`src/rtl/bwm_pkg.sv`:
```
package bwm_pkg;

   localparam int unsigned LANES = 4;

   typedef enum logic [1:0] {
      BW_LONG = 2'd0,
      BW_WORD = 2'd1,
      BW_BYTE = 2'd2
   } bw_mode_e;

   // index of the final piece inside a long word
   function automatic logic [1:0] last_pos(bw_mode_e m);
      case (m)
         BW_WORD: return 2'd1;
         BW_BYTE: return 2'd3;
         default: return 2'd0;
      endcase
   endfunction

   // does assembly lane `lane` take data when group `grp` is written
   function automatic logic lane_hit(bw_mode_e m, logic [1:0] grp, logic [1:0] lane);
      case (m)
         BW_WORD: return lane[1] == grp[0];
         BW_BYTE: return lane == grp;
         default: return 1'b1;
      endcase
   endfunction

   // port lane feeding assembly lane `lane`
   function automatic logic [1:0] wr_src(bw_mode_e m, logic [1:0] lane);
      case (m)
         BW_WORD: return {1'b0, lane[0]};
         BW_BYTE: return 2'd0;
         default: return lane;
      endcase
   endfunction

   // held lane driving port lane `j` when group `grp` is read
   function automatic logic [1:0] rd_src(bw_mode_e m, logic [1:0] grp, logic [1:0] j);
      case (m)
         BW_WORD: return {grp[0], j[0]};
         BW_BYTE: return grp;
         default: return j;
      endcase
   endfunction

   // port lane `j` carries data in this mode
   function automatic logic rd_used(bw_mode_e m, logic [1:0] j);
      case (m)
         BW_WORD: return ~j[1];
         BW_BYTE: return j == 2'd0;
         default: return 1'b1;
      endcase
   endfunction

endpackage

```
`src/rtl/bwm_cfg.sv`:
```
module bwm_cfg
   import bwm_pkg::*;
(
   input  logic     clk,
   input  logic     rst_n,
   input  logic     sel_narrow,
   input  logic     sel_byte,
   input  logic     sel_lsb_first,
   output bw_mode_e mode,
   output logic     lsb_first,
   output logic [1:0] last_idx
);

   // selects are sampled only while reset is held
   always_ff @(posedge clk) begin
      if (!rst_n) begin
         if (!sel_narrow)   mode <= BW_LONG;
         else if (sel_byte) mode <= BW_BYTE;
         else               mode <= BW_WORD;
         lsb_first <= sel_lsb_first;
      end
   end

   assign last_idx = last_pos(mode);

endmodule

```
`src/rtl/bwm_pack.sv`:
```
module bwm_pack
   import bwm_pkg::*;
#(
   parameter int unsigned LANE_W = 9,
   localparam int unsigned LONG_W = LANE_W * LANES
) (
   input  logic              clk,
   input  logic              rst_n,
   input  bw_mode_e          mode,
   input  logic              lsb_first,
   input  logic [1:0]        last_idx,
   input  logic              in_valid,
   output logic              in_ready,
   input  logic [LONG_W-1:0] in_data,
   output logic              out_valid,
   input  logic              out_ready,
   output logic [LONG_W-1:0] out_data,
   output logic              at_last
);

   logic [1:0] pos_q;
   logic [1:0] grp;
   logic       accept;
   logic       held_q;
   logic [LANES-1:0][LANE_W-1:0] in_l, asm_q, merged, out_q;

   assign in_l     = in_data;
   assign at_last  = (pos_q == last_idx);
   assign grp      = lsb_first ? pos_q : (last_idx - pos_q);
   assign in_ready = !at_last || !held_q || out_ready;
   assign accept   = in_valid && in_ready;

   for (genvar i = 0; i < LANES; i++) begin : g_lane
      assign merged[i] = lane_hit(mode, grp, 2'(i)) ? in_l[wr_src(mode, 2'(i))]
                                                    : asm_q[i];
   end

   always_ff @(posedge clk) begin
      if (!rst_n) begin
         pos_q  <= 2'd0;
         asm_q  <= '0;
         out_q  <= '0;
         held_q <= 1'b0;
      end else begin
         if (accept) begin
            asm_q <= merged;
            pos_q <= at_last ? 2'd0 : pos_q + 2'd1;
         end
         if (accept && at_last) begin
            out_q  <= merged;
            held_q <= 1'b1;
         end else if (out_ready) begin
            held_q <= 1'b0;
         end
      end
   end

   assign out_valid = held_q;
   assign out_data  = out_q;

endmodule

```
`src/rtl/bwm_unpack.sv`:
```
module bwm_unpack
   import bwm_pkg::*;
#(
   parameter int unsigned LANE_W = 9,
   localparam int unsigned LONG_W = LANE_W * LANES
) (
   input  logic              clk,
   input  logic              rst_n,
   input  bw_mode_e          mode,
   input  logic              lsb_first,
   input  logic [1:0]        last_idx,
   input  logic              in_valid,
   output logic              in_ready,
   input  logic [LONG_W-1:0] in_data,
   output logic              out_valid,
   input  logic              out_ready,
   output logic [LONG_W-1:0] out_data,
   output logic              at_last
);

   logic [1:0] pos_q;
   logic [1:0] grp;
   logic       hold_v;
   logic       take, load;
   logic [LANES-1:0][LANE_W-1:0] hold_q, out_l;

   assign at_last  = (pos_q == last_idx);
   assign grp      = lsb_first ? pos_q : (last_idx - pos_q);
   assign take     = hold_v && out_ready;
   assign in_ready = !hold_v || (out_ready && at_last);
   assign load     = in_valid && in_ready;

   for (genvar j = 0; j < LANES; j++) begin : g_lane
      assign out_l[j] = rd_used(mode, 2'(j)) ? hold_q[rd_src(mode, grp, 2'(j))]
                                             : '0;
   end

   always_ff @(posedge clk) begin
      if (!rst_n) begin
         pos_q  <= 2'd0;
         hold_q <= '0;
         hold_v <= 1'b0;
      end else begin
         if (take) pos_q <= at_last ? 2'd0 : pos_q + 2'd1;
         if (load) begin
            hold_q <= in_data;
            hold_v <= 1'b1;
         end else if (take && at_last) begin
            hold_v <= 1'b0;
         end
      end
   end

   assign out_valid = hold_v;
   assign out_data  = out_l;

endmodule

```
`src/rtl/bus_matcher.sv`:
```
module bus_matcher
   import bwm_pkg::*;
#(
   parameter int unsigned LANE_W = 9,
   localparam int unsigned LONG_W = LANE_W * LANES
) (
   input  logic              clk,
   input  logic              rst_n,
   input  logic              cfg_narrow,
   input  logic              cfg_byte,
   input  logic              cfg_lsb_first,
   input  logic              wr_valid,
   output logic              wr_ready,
   input  logic [LONG_W-1:0] wr_data,
   output logic              wr_full,
   output logic              push_valid,
   input  logic              push_ready,
   output logic [LONG_W-1:0] push_data,
   input  logic              pop_valid,
   output logic              pop_ready,
   input  logic [LONG_W-1:0] pop_data,
   output logic              rd_valid,
   input  logic              rd_ready,
   output logic [LONG_W-1:0] rd_data,
   output logic              rd_empty
);

   if (LANE_W < 1) begin : g_bad_lane
      $error("bus_matcher: LANE_W must be at least 1");
   end

   bw_mode_e   mode;
   logic       lsb_first;
   logic [1:0] last_idx;
   logic       wr_at_last, rd_at_last;

   bwm_cfg u_cfg (
      .clk(clk), .rst_n(rst_n),
      .sel_narrow(cfg_narrow), .sel_byte(cfg_byte), .sel_lsb_first(cfg_lsb_first),
      .mode(mode), .lsb_first(lsb_first), .last_idx(last_idx)
   );

   bwm_pack #(.LANE_W(LANE_W)) u_pack (
      .clk(clk), .rst_n(rst_n),
      .mode(mode), .lsb_first(lsb_first), .last_idx(last_idx),
      .in_valid(wr_valid), .in_ready(wr_ready), .in_data(wr_data),
      .out_valid(push_valid), .out_ready(push_ready), .out_data(push_data),
      .at_last(wr_at_last)
   );

   bwm_unpack #(.LANE_W(LANE_W)) u_unpack (
      .clk(clk), .rst_n(rst_n),
      .mode(mode), .lsb_first(lsb_first), .last_idx(last_idx),
      .in_valid(pop_valid), .in_ready(pop_ready), .in_data(pop_data),
      .out_valid(rd_valid), .out_ready(rd_ready), .out_data(rd_data),
      .at_last(rd_at_last)
   );

   assign wr_full  = push_valid;
   assign rd_empty = !rd_valid;

endmodule

```
`config.mk`:
```
export PLATFORM = sky130hd
export DESIGN_NAME = bus_matcher
export DESIGN_NICKNAME = d
export VERILOG_FILES = /design/src/rtl/bwm_pkg.sv /design/src/rtl/bwm_cfg.sv /design/src/rtl/bwm_pack.sv /design/src/rtl/bwm_unpack.sv /design/src/rtl/bus_matcher.sv
export SDC_FILE = /design/constraint.sdc
export NUM_CORES = 1
export LEC_CHECK = 0
export BUFFER_PORTS_ARGS = -buffer_cell sky130_fd_sc_hd__buf_2
export CORE_MARGIN = 1
export CORE_UTILIZATION = 23
export DETAILED_ROUTE_END_ITERATION = 12
export GPL_TIMING_DRIVEN = 0
export PLACE_DENSITY = 0.39
export SETUP_SLACK_MARGIN = 0.05
export SLEW_MARGIN = 5
export SYNTH_ARGS = -nofsm -noshare
export SYNTH_HDL_FRONTEND = slang
export SYNTH_HIERARCHICAL = 1
export SYNTH_SLANG_ARGS = --single-unit
export TNS_END_PERCENT = 10
```
`constraint.sdc`:
```
create_clock -name clk -period 3 [get_ports clk]
set_input_delay 0.45 -clock clk [delete_from_list [all_inputs] [get_ports clk]]
set_output_delay 0.45 -clock clk [all_outputs]
set_load 0.03 [all_outputs]
```
==> metrics <==
status=complete, but fails checks; failing checks=setup timing; worst vdd ir=0.374 mV; core area=27000 µm²; post-detailed-placement cell area=7530 µm²; setup slack, reg-to-reg=0.11 ns; Top FF cell, synth=dfxtp_1; total global routing track utilization=15.7%; area of the multi-input gates=3920 µm²; Via density=4.58; Seq. cell area=2370 µm²; crit-path max FO=8; # rows=60; Mapped Avg Cell Area=8.79 µm²; Clk Latency, worst-skew pair=0.43 ns; H-tree Lvls=4; R2R cell count=13; Final Cycle Share=103%; TritonCTS clock tree=yes; Hold Path Class=in -> reg; RSZ-0062 raised after global routing=yes; Clock Tree Buf Depth=2; DRT iter0 DRCs=225; die area=28100 µm²; Final nets=995; crit end category=output port; # diodes=0; Yosys reg bits=117; Filler cells=2880; crit start category=flop; number of antenna violations at the first check in global routing=0; relative slew slack=53.6%; Die W=168 µm; maxcap violations=0; Post-Layout Cell Count=1260; reg2reg end=u_pack/asm_q[26]; async set or reset register ratio after synthesis=0%; number of enable flip-flop cells after synthesis=3; final hold vios=0; clk slew on worst S/H paths=0.06 ns; number of buffers created by CTS=17; Worst Skew=0.0188 ns; Worst Hold Path Cells=1; I/O Buffers=158; CTS Sinks=117; height of the die=168 µm; worst r2r src=u_cfg/mode[1]; first-pass GRT wire length=33500 µm; vias in the first global route=5749; Max Fclk=324 MHz; Power Density=627 nW/µm²; design area=8680 µm²; I/O pin total=159; Slew Viols, Final=0; Setup CP Type=reg -> out; Slew @ Worst Pin=0.696 ns; post-synthesis instance area=6310 µm²; cts-stage hold buffer count=0; routability cong.=0.827; post-route minimum period=3.09 ns; placed insts=1217; clock root buffer=clkbuf_16; largest net degree at the start of global routing=17; layout cells sized above 1=34.8%; drt pass-1 iters=4; DRT antenna net count=0; hold path startpoint=cfg_lsb_first; Yosys cell types=56; WP data arrival=2.64 ns; initial cell density of the core=23.4%; # DRC=0; CP Data Required Time=2.55 ns; Avg WL per Cell=17.3 µm; syn_nets=806; Min-Delay Endpoint=u_cfg/lsb_first; estimated wirelength of the detail-placed design=16100 µm; final setup margin=-0.0870 ns; Synth Instances=718; routed wire length=21800 µm; post-synthesis sequential area ratio=37.6%; global route overflow=0; final setup violation count=18; YS warnings=6; Area growth, synth to finish=37.5%; LEAKAGE=3.76 nW; Vias=5767
==> routing by layer <==
metal  GRT usage, %  part of all wire (%)
met4           4.11                  0.76
met5              0                     0
met2           26.9                    48
met1           19.9                    47
met3           3.45                   4.0
==> cell families after synthesis <==
family,synth area share [%]
XOR/XNOR,0.951
adder cells (fa/ha/maj),1.39
AO/OA/AOI/OAI,15.4
AND/OR/NAND/NOR,20.6
buffers and inverters,5.05
multiplexers,19.1
flip-flops,37.6
==> timing repair <==
action / in CTS / in global routing
setup endpoints to repair: 40 / 25
setup buffers: 10 / 1
cloned: 2 / 0
endpoints found under the hold margin: 0 / 0
gates resized for setup: 66 / 32
pin swaps: 5 / 8
==> worst max-delay path by stage <==
stage	from	end	slack [ns]
after detailed placement	u_cfg/mode[1]	rd_data[8]	-0.27
final	u_cfg/mode[1]	rd_data[10]	-0.09
after global routing	u_cfg/mode[1]	rd_data[17]	-0.19
after floorplan	u_cfg/mode[0]	rd_data[0]	0.08
after global placement	u_cfg/mode[1]	rd_data[5]	-0.27
after CTS	u_cfg/mode[1]	rd_data[7]	-0.13
==> layout by cell type, fill, tap and decap left out, types with 3 or more instances in the layout <==
cell type  netlist  final
nand2_1        166    166
buf_2           12    148
dfxtp_1        114    114
mux2i_1        100     91
o21ai_0         36     36
a21boi_2        30     30
buf_4            7     23
and2_1          22     22
nor2_1          20     20
nand3_1         20     20
buf_6            5     18
clkbuf_1        21     18
mux2_2          18     18
o21ai_1         19     18
clkbuf_16        0     17
inv_1           15     11
a21oi_1         11     11
or4_1           11     10
nor3_1           9      9
a21boi_0         8      8
nand4_1          6      6
mux2i_4          0      6
inv_6            0      5
nand2b_1         6      5
o31ai_4          1      5
ha_1             7      4
buf_1            4      4
o31ai_2          1      4
bufinv_16        0      3
buf_12           0      3
inv_2            0      3
edfxtp_1         3      3
xor2_1           3      3
nor2b_1          4      3
ha_4             0      3
clkbuf_2         0      3
mux2i_2          0      3
==> registers in the layout, summed over array words and instances, names as in the netlist <==
register / cells
u_cfg/mode: 2
u_pack/out_data: 36
u_unpack/out_valid: 1
u_pack/asm_q: 36
u_cfg/lsb_first: 1
u_unpack/pos_q: 2
u_unpack/hold_q: 36
u_pack/out_valid: 1
u_pack/pos_q: 2
==> critical path, cell delays in order, from the launching register on <==
cell and delay (ns):
edfxtp_1 0.39, ha_1 0.31, inv_2 0.07, inv_2 0.04
ha_4 0.15, xnor2_2 0.17, mux2i_2 0.28, nand3_4 0.21
buf_4 0.20, o31ai_4 0.23, buf_6 0.16
==> cells in the mapped netlist (all sizes together), types with 15 or more instances <==
master	instances	area, µm²
nand2	166	623
dfxtp	114	2280
mux2i	100	1000
o21ai	55	275
a21boi	39	405
buf	28	184
and2	23	145
nor2	22	101
clkbuf	21	78.8
nand3	21	110
mux2	18	203
inv	15	56.3
==> area by class of cell <==
| cell class | count | share of cell area, % |
|---|---|---|
| Buffer | 49 | 3.66 |
| Clock buffer | 18 | 5.06 |
| Timing Repair Buffer | 169 | 11.2 |
| Multi-Input combinational cell | 538 | 45.2 |
| Tap cell | 341 | 4.92 |
| Inverter | 15 | 0.678 |
| Sequential cell | 117 | 27.3 |
| Clock inverter | 13 | 1.98 |
==> where the power goes <==
part / internal [mW] / switching (mW)
clock network: 1.34 / 0.818
registers: 1.70 / 0.110
logic: 0.578 / 0.893
total: 3.62 / 1.82
==> through the flow <==
step           setup WS [ns]  utilization (%)  setup TNS, ns  power (mW)  hold WS (ns)
3_5_place_dp          -0.265             27.9          -2.55        3.17         0.439
2_1_floorplan         0.0791                -              0        2.73         0.428
6_report             -0.0870             32.2         -0.819        5.44         0.227
3_3_place_gp          -0.266             27.9          -2.97        3.17         0.438
5_1_grt               -0.192             32.2          -2.77        5.71         0.212
4_1_cts               -0.126             31.7          -1.43        5.48         0.219
Note: power is estimated with default switching activity, not from simulation.
